--- src/rtl/rsg_pkg.sv ---
package rsg_pkg;

    // Warm-up progress: edges seen since reset or since a stall.
    typedef enum logic [1:0] {
        WARM_NONE  = 2'd0,
        WARM_ONE   = 2'd1,
        WARM_TWO   = 2'd2,
        WARM_READY = 2'd3
    } warm_e;

endpackage

--- src/rtl/rsg_rev_meter.sv ---
module rsg_rev_meter
    import rsg_pkg::*;
#(
    parameter int CNT_W   = 20,
    parameter int ANG_W   = 12,
    parameter int TIMEOUT = 1000000
) (
    input  logic             clk,
    input  logic             rst_n,
    input  logic             shaft_tick,
    input  logic [ANG_W-1:0] offset_angle,
    output logic             edge_o,
    output logic [CNT_W-1:0] t_next_o,
    output logic [CNT_W-1:0] period_next_o,
    output logic [CNT_W-1:0] delay_next_o,
    output logic             valid_next_o,
    output logic             valid_q_o,
    output logic             stall_next_o,
    output logic             stall_q_o
);
    localparam int PROD_W = CNT_W + ANG_W;
    localparam logic [CNT_W:0] TO_V = (CNT_W+1)'(TIMEOUT);

    typedef struct packed {
        logic             prev;
        logic [CNT_W-1:0] cnt;
        logic [CNT_W-1:0] period;
        logic [CNT_W-1:0] delay;
        warm_e            warm;
        logic             valid;
        logic             stall;
    } meter_t;

    meter_t q, d;
    logic              edge_now;
    logic [CNT_W:0]    cnt_inc;
    logic [PROD_W-1:0] prod;

    always_comb begin
        d        = q;
        edge_now = shaft_tick & ~q.prev;
        d.prev   = shaft_tick;
        cnt_inc  = {1'b0, q.cnt} + 1'b1;
        prod     = PROD_W'(cnt_inc[CNT_W-1:0]) * PROD_W'(offset_angle);
        if (edge_now) begin
            d.cnt    = '0;
            d.period = cnt_inc[CNT_W-1:0];
            d.delay  = CNT_W'(prod >> ANG_W);
            d.valid  = (q.warm == WARM_TWO || q.warm == WARM_READY) && !q.stall;
            if (q.stall)
                d.warm = WARM_ONE;
            else if (q.warm != WARM_READY)
                d.warm = warm_e'(q.warm + 2'd1);
            d.stall  = 1'b0;
        end else if (!q.stall) begin
            d.cnt = cnt_inc[CNT_W-1:0];
            if (cnt_inc == TO_V) begin
                d.stall = 1'b1;
                d.valid = 1'b0;
                d.warm  = WARM_NONE;
            end
        end
    end

    always_ff @(posedge clk or negedge rst_n) begin
        if (!rst_n) begin
            q <= '{prev: 1'b0, cnt: '0, period: '0, delay: '0,
                   warm: WARM_NONE, valid: 1'b0, stall: 1'b0};
        end else begin
            q <= d;
        end
    end

    assign edge_o        = edge_now;
    assign t_next_o      = d.cnt;
    assign period_next_o = d.period;
    assign delay_next_o  = d.delay;
    assign valid_next_o  = d.valid;
    assign valid_q_o     = q.valid;
    assign stall_next_o  = d.stall;
    assign stall_q_o     = q.stall;

    AST_STALL_HOLDS_COUNT: assert property (@(posedge clk) disable iff (!rst_n)
        (q.stall && !(shaft_tick && !q.prev)) |=> $stable(q.cnt));

    AST_EDGE_CLEARS_STALL: assert property (@(posedge clk) disable iff (!rst_n)
        (shaft_tick && !q.prev) |=> (!q.stall && q.cnt == '0));

endmodule

--- src/rtl/rsg_frac_tick.sv ---
module rsg_frac_tick #(
    parameter int ACC_W  = 20,
    parameter int STEP_W = 6
) (
    input  logic              clk,
    input  logic              rst_n,
    input  logic              restart,
    input  logic              restart_tick,
    input  logic              advance,
    input  logic [STEP_W-1:0] step,
    input  logic [ACC_W-1:0]  modulus,
    output logic              tick
);
    typedef struct packed {
        logic [ACC_W-1:0] acc;
    } frac_t;

    frac_t q, d;
    logic [ACC_W:0] sum;

    always_comb begin
        d    = q;
        tick = 1'b0;
        sum  = {1'b0, q.acc} + (ACC_W+1)'(step);
        if (restart) begin
            d.acc = '0;
            tick  = restart_tick;
        end else if (advance) begin
            if (sum >= {1'b0, modulus}) begin
                d.acc = ACC_W'(sum - {1'b0, modulus});
                tick  = 1'b1;
            end else begin
                d.acc = sum[ACC_W-1:0];
            end
        end
    end

    always_ff @(posedge clk or negedge rst_n) begin
        if (!rst_n) q <= '{acc: '0};
        else        q <= d;
    end

endmodule

--- src/rtl/rotor_strobe_gen.sv ---
module rotor_strobe_gen #(
    parameter int CNT_W   = 20,
    parameter int N_W     = 6,
    parameter int BLADE_W = 4,
    parameter int ANG_W   = 12,
    parameter int RAMP_W  = 12,
    parameter int PW_W    = 10,
    parameter int TIMEOUT = 1000000
) (
    input  logic               clk,
    input  logic               rst_n,
    input  logic               shaft_tick,
    input  logic [N_W-1:0]     pulses_per_rev,
    input  logic [BLADE_W-1:0] blade_count,
    input  logic [ANG_W-1:0]   offset_angle,
    input  logic [PW_W-1:0]    strobe_len,
    output logic               rev_mark,
    output logic               multi_mark,
    output logic               blade_strobe,
    output logic [RAMP_W-1:0]  ramp_code,
    output logic               stalled
);
    localparam logic [RAMP_W-1:0] RAMP_MAX  = {RAMP_W{1'b1}};
    localparam logic [RAMP_W:0]   RAMP_STEP = (RAMP_W+1)'(1) << RAMP_W;

    typedef struct packed {
        logic [RAMP_W-1:0]  ramp;
        logic [BLADE_W-1:0] bcount;
        logic [PW_W-1:0]    wcnt;
        logic               rev;
        logic               multi;
        logic               strobe;
    } out_t;

    out_t q, d;

    logic             edge_now, valid_n, valid_q, stall_n, stall_q;
    logic [CNT_W-1:0] t_n, p_n, d_n;
    logic             n_tick, r_tick, b_tick;
    logic             b_restart, b_advance, b_start;
    logic [BLADE_W-1:0] bc_base;

    rsg_rev_meter #(.CNT_W(CNT_W), .ANG_W(ANG_W), .TIMEOUT(TIMEOUT)) u_meter (
        .clk(clk), .rst_n(rst_n), .shaft_tick(shaft_tick),
        .offset_angle(offset_angle), .edge_o(edge_now), .t_next_o(t_n),
        .period_next_o(p_n), .delay_next_o(d_n), .valid_next_o(valid_n),
        .valid_q_o(valid_q), .stall_next_o(stall_n), .stall_q_o(stall_q)
    );

    rsg_frac_tick #(.ACC_W(CNT_W), .STEP_W(N_W)) u_multi (
        .clk(clk), .rst_n(rst_n), .restart(edge_now), .restart_tick(1'b1),
        .advance(1'b1), .step(pulses_per_rev), .modulus(p_n), .tick(n_tick)
    );

    rsg_frac_tick #(.ACC_W(CNT_W), .STEP_W(RAMP_W+1)) u_ramp (
        .clk(clk), .rst_n(rst_n), .restart(edge_now), .restart_tick(1'b0),
        .advance(q.ramp != RAMP_MAX), .step(RAMP_STEP), .modulus(p_n),
        .tick(r_tick)
    );

    assign bc_base   = edge_now ? '0 : q.bcount;
    assign b_restart = (t_n == d_n);
    assign b_advance = (t_n > d_n) && (bc_base < blade_count);

    rsg_frac_tick #(.ACC_W(CNT_W), .STEP_W(BLADE_W)) u_blade (
        .clk(clk), .rst_n(rst_n), .restart(b_restart),
        .restart_tick(blade_count != '0), .advance(b_advance),
        .step(blade_count), .modulus(p_n), .tick(b_tick)
    );

    assign b_start = b_tick & valid_n;

    always_comb begin
        d        = q;
        d.rev    = edge_now & valid_n;
        d.multi  = n_tick & valid_n;
        if (!valid_n || edge_now)
            d.ramp = '0;
        else
            d.ramp = q.ramp + RAMP_W'(r_tick);
        d.bcount = (b_restart ? '0 : bc_base) + BLADE_W'(b_tick);
        if (stall_n) begin
            d.wcnt   = '0;
            d.strobe = 1'b0;
        end else begin
            d.strobe = b_start || (q.wcnt != '0);
            if (b_start)
                d.wcnt = (strobe_len == '0) ? '0 : strobe_len - 1'b1;
            else if (q.wcnt != '0)
                d.wcnt = q.wcnt - 1'b1;
        end
    end

    always_ff @(posedge clk or negedge rst_n) begin
        if (!rst_n) q <= '{ramp: '0, bcount: '0, wcnt: '0,
                           rev: 1'b0, multi: 1'b0, strobe: 1'b0};
        else        q <= d;
    end

    assign rev_mark     = q.rev;
    assign multi_mark   = q.multi;
    assign blade_strobe = q.strobe;
    assign ramp_code    = q.ramp;
    assign stalled      = stall_q;

    AST_REV_RAMP_ZERO: assert property (@(posedge clk) disable iff (!rst_n)
        rev_mark |-> (ramp_code == '0 && multi_mark));

    AST_IDLE_QUIET: assert property (@(posedge clk) disable iff (!rst_n)
        !valid_q |-> (!rev_mark && !multi_mark && ramp_code == '0));

    AST_RAMP_STEP: assert property (@(posedge clk) disable iff (!rst_n)
        (valid_q && $past(valid_q) && !rev_mark) |->
        (ramp_code == $past(ramp_code) || ramp_code == $past(ramp_code) + 1'b1));

    AST_BLADE_CAP: assert property (@(posedge clk) disable iff (!rst_n)
        q.bcount <= blade_count);

    AST_STALL_SILENT: assert property (@(posedge clk) disable iff (!rst_n)
        stalled |-> (!rev_mark && !multi_mark && !blade_strobe && ramp_code == '0));

endmodule

--- config.mk ---
export PLATFORM = sky130hd
export DESIGN_NAME = rotor_strobe_gen
export DESIGN_NICKNAME = d
export VERILOG_FILES = /design/src/rtl/rsg_pkg.sv /design/src/rtl/rsg_rev_meter.sv /design/src/rtl/rsg_frac_tick.sv /design/src/rtl/rotor_strobe_gen.sv
export SDC_FILE = /design/constraint.sdc
export NUM_CORES = 1
export LEC_CHECK = 0
export BUFFER_PORTS_ARGS = -buffer_cell sky130_fd_sc_hd__buf_2
export CELL_PAD_IN_SITES_DETAIL_PLACEMENT = 1
export CELL_PAD_IN_SITES_GLOBAL_PLACEMENT = 1
export CORE_MARGIN = 3
export CORE_UTILIZATION = 40
export DETAILED_ROUTE_END_ITERATION = 12
export GPL_ROUTABILITY_DRIVEN = 0
export PLACE_DENSITY_LB_ADDON = 0.3
export SLEW_MARGIN = 20
export SYNTH_ARGS = -nofsm -noshare
export SYNTH_HDL_FRONTEND = slang
export SYNTH_SLANG_ARGS = --single-unit
--- constraint.sdc ---
create_clock -name clk -period 14.35 [get_ports clk]
set_clock_uncertainty 0.05 [all_clocks]
set_input_delay 2.1525 -clock clk [delete_from_list [all_inputs] [get_ports clk]]
set_output_delay 2.1525 -clock clk [all_outputs]
set_load 0.05 [all_outputs]
==> load_flow_metrics.sql <==
INSERT INTO impl_metrics (metric_group, metric, value, unit) VALUES
('outcome', 'run_status', 'finished clean', ''),
('yosys', 'synth-edff-count', '0', ''),
('clocking', 'ctsRootBufferMaster', 'sky130_fd_sc_hd__clkbuf_16', ''),
('sta', 'tightest_slew', '1.026', 'ns'),
('sta', 'final.period_utilization', '82.52', '%'),
('routing', 'drt.antenna.violating_nets', '0', ''),
('sta', 'slew_viol_final', '0', ''),
('floorplanning', 'overall_die_height', '224.5', 'um'),
('setup_path', 'family_with_the_most_delay_on_the_worst_path', 'adder cells', ''),
('floorplanning', 'design.portCount', '51', ''),
('sta', 'rsz0062_at_grt', 'false', ''),
('floorplanning', 'starting_density_of_the_core', '40.75', '%'),
('routing', 'drt_drc_violations_left', '0', ''),
('yosys', 'synthesis.area', '19090', 'um^2'),
('sta', 'worst_hold_slack', '0.4078', 'ns'),
('setup_path', 'timing.critical_path.buf_inv', '6', ''),
('cells_and_area', 'layout-drive-gt1-share', '6.078', '%'),
('clocking', 'cts_max_path_buffers', '2', ''),
('clocking', 'cts_tree', 'yes', ''),
('cells_and_area', 'layout-area-overhead-vs-synth', '7.182', '%'),
('grt', 'grt.total_usage', '22.22', '%'),
('setup_path', 'timing.critical_path.slowest_stage_cell', 'sky130_fd_sc_hd__dfrtp_1', ''),
('cells_and_area', 'finish.instance_area', '20460', 'um^2'),
('min_path', 'worstHoldPathType', 'flip-flop to flip-flop', ''),
('routing', 'routed-via-count', '15580', ''),
('sta', 'setup_violations', '0', ''),
('place', 'dp_hpwl', '41.56', 'mm'),
('cells_and_area', 'num-nets-final', '2629', ''),
('clocking', 'worst_setup_hold_path_clk_slew', '0.07', 'ns'),
('yosys', 'syn_nets', '2645', ''),
('routing', 'drtPass1Iterations', '7', ''),
('setup_path', 'slowest_delay', '0.81', 'ns'),
('cells_and_area', 'multi_input_comb_area', '13710', 'um^2'),
('clocking', 'numCtsBuffers', '17', ''),
('power_and_ir_drop', 'vdd_drop_max', '0.1318', 'mV'),
('yosys', 'yosys.area.top_type', 'sky130_fd_sc_hd__dfrtp_1', ''),
('grt', 'first_pass_grt_wire_length', '90.31', 'mm'),
('routing', 'routed_wire_length_per_instance', '18.84', 'um'),
('grt', 'grt_ovf', '0', ''),
('yosys', 'synthesis.area_per_instance', '8.460', 'um^2'),
('sta', 'period_needed', '11.84', 'ns'),
('sta', 'slew-limit-headroom', '31.36', '%'),
('yosys', 'ys_seq_elements', '154', ''),
('sta', 'max_clock_freq', '0.08445', 'GHz'),
('clocking', 'cts.repair_timing.setup_buffer_count', '0', ''),
('place', 'placement.io_buffers', '50', ''),
('floorplanning', 'placement_rows', '79', ''),
('job', 'timing.max_cap.violations', '0', ''),
('floorplanning', 'floorplan.core_area', '46850', 'um^2'),
('grt', 'first_global_vias', '17280', ''),
('setup_path', 'worst-endpoint-required', '14.61', 'ns'),
('clocking', 'numClockSinks', '154', ''),
('sta', 'fin_hold_viols', '0', ''),
('yosys', 'ys_seq_area_share', '20.18', '%'),
('clocking', 'clk-insertion-delay-late', '0.46', 'ns'),
('place', 'placed_area', '19830', 'um^2'),
('yosys', 'synth.cells.most_frequent', 'sky130_fd_sc_hd__nand2_1 (331), sky130_fd_sc_hd__inv_1 (286), sky130_fd_sc_hd__fa_1 (184)', ''),
('routing', 'post_drt_via_cell_ratio', '5.446', ''),
('routing', 'route.final.wire_length', '53.91', 'mm'),
('setup_path', 'largest_driver_fanout_on_the_critical_path', '20', ''),
('yosys', 'post_synth_top_flop', 'sky130_fd_sc_hd__dfrtp_1', ''),
('routing', 'drt_iter0_markers', '668', ''),
('cells_and_area', 'final_core_utilization', '43.68', '%'),
('clocking', 'cts_max_level', '4', ''),
('yosys', 'synthArstFlopShare', '100.0', '%'),
('cells_and_area', 'fillerInstances', '5574', ''),
('setup_path', 'setup.worst_path.start_class', 'flip-flop', ''),
('cells_and_area', 'regArea', '3854', 'um^2'),
('grt', 'grt_antenna_before_repair', '0', ''),
('floorplanning', 'die_w', '224.5', 'um'),
('setup_path', 'timing.critical_path.arrival', '12.10', 'ns');
[state kept, by name, summed over array words and instances, names as in the netlist, 12 cells and up]
| signal | cells |
|---|---|
| q | 14 |
| ramp_code | 12 |
| u_blade.q | 20 |
| u_meter.q | 63 |
| u_multi.q | 20 |
| u_ramp.q | 20 |
[stage by stage]
stage	cells	worst slack (ns)
floorplan	2257	4.653
global placement	2829	2.828
detailed placement	2829	2.299
CTS	2861	2.568
global route	2861	1.841
finish	2861	2.509
[power breakdown]
group | internal [uW] | total, uW | leakage (uW) | switching (uW)
registers | 547 | 635 | 0.00203 | 88.1
clock network | 297 | 498 | 0.000304 | 201
logic | 933 | 2340 | 0.00793 | 1410
[cell families after synthesis]
logic type,share of synthesized area (%)
and+or+nand+nor,19.82
buffers and inverters,8.316
AOI/OAI and AO/OA,11.65
adders and majority gates,30.37
xor gates and xnor gates,7.661
DFF,20.18
muxes,2.012
[cell type report]
class,count,area share [%]
multi-input cells,1706,66.97
clock inverters,13,0.9232
well taps,607,3.711
inverters,289,5.301
repair buffers,73,2.097
flip-flops and latches,154,18.83
clock buffers,19,2.164
[worst reg2reg max path, delay by kind of cell (launching register included)]
family                     cells  cell delay, ns
AOI/OAI and AO/OA              9            2.88
and+or+nand+nor               10            2.66
xor gates and xnor gates       3            0.52
DFF                            1            0.81
buffers and inverters          6            0.94
adders and majority gates      9            3.85
[routing by layer]
metal / up-vias / part of all wire, % / GRT usage (%)
met3: 59 / 2.4 / 2.401
met1: 7940 / 46 / 29.85
met4: 0 / 2.5 / 6.664
li1: 7358 / - / -
met2: 224 / 49 / 38.01
met5: - / 0 / 0
[layout by cell type, fill, tap and decap left out, types with 19 or more instances in the layout]
master,count
sky130_fd_sc_hd__and2_1,89
sky130_fd_sc_hd__fa_1,184
sky130_fd_sc_hd__buf_4,23
sky130_fd_sc_hd__buf_2,49
sky130_fd_sc_hd__nor4_1,19
sky130_fd_sc_hd__a21o_1,44
sky130_fd_sc_hd__xor2_1,75
sky130_fd_sc_hd__dfrtp_1,154
sky130_fd_sc_hd__nand4_1,22
sky130_fd_sc_hd__xnor2_1,88
sky130_fd_sc_hd__a21oi_1,113
sky130_fd_sc_hd__nor3_1,37
sky130_fd_sc_hd__and3_1,21
sky130_fd_sc_hd__ha_1,169
sky130_fd_sc_hd__mux2i_1,35
sky130_fd_sc_hd__nor2b_1,22
sky130_fd_sc_hd__o21ai_0,82
sky130_fd_sc_hd__inv_1,286
sky130_fd_sc_hd__nand3_1,60
sky130_fd_sc_hd__nor2_1,127
sky130_fd_sc_hd__nand2_1,331
[final timing paths]
kind / from / endpoint / slack, ns / cells after the start
worst min register to register: u_meter.q[18] / u_meter.q[18] / 0.41 / 2
worst max-delay path: u_meter.q[44] / q[16] / 2.51 / 37
worst min-delay path: u_meter.q[18] / u_meter.q[18] / 0.41 / 2
worst max register to register: u_meter.q[44] / q[16] / 2.51 / 37
max in group asynchronous: rst_n / u_meter.q[63] / 10.76 / 3
min in group asynchronous: rst_n / ramp_code[9] / 1.56 / 1
No activity file was read; power rests on OpenSTA's default activity.
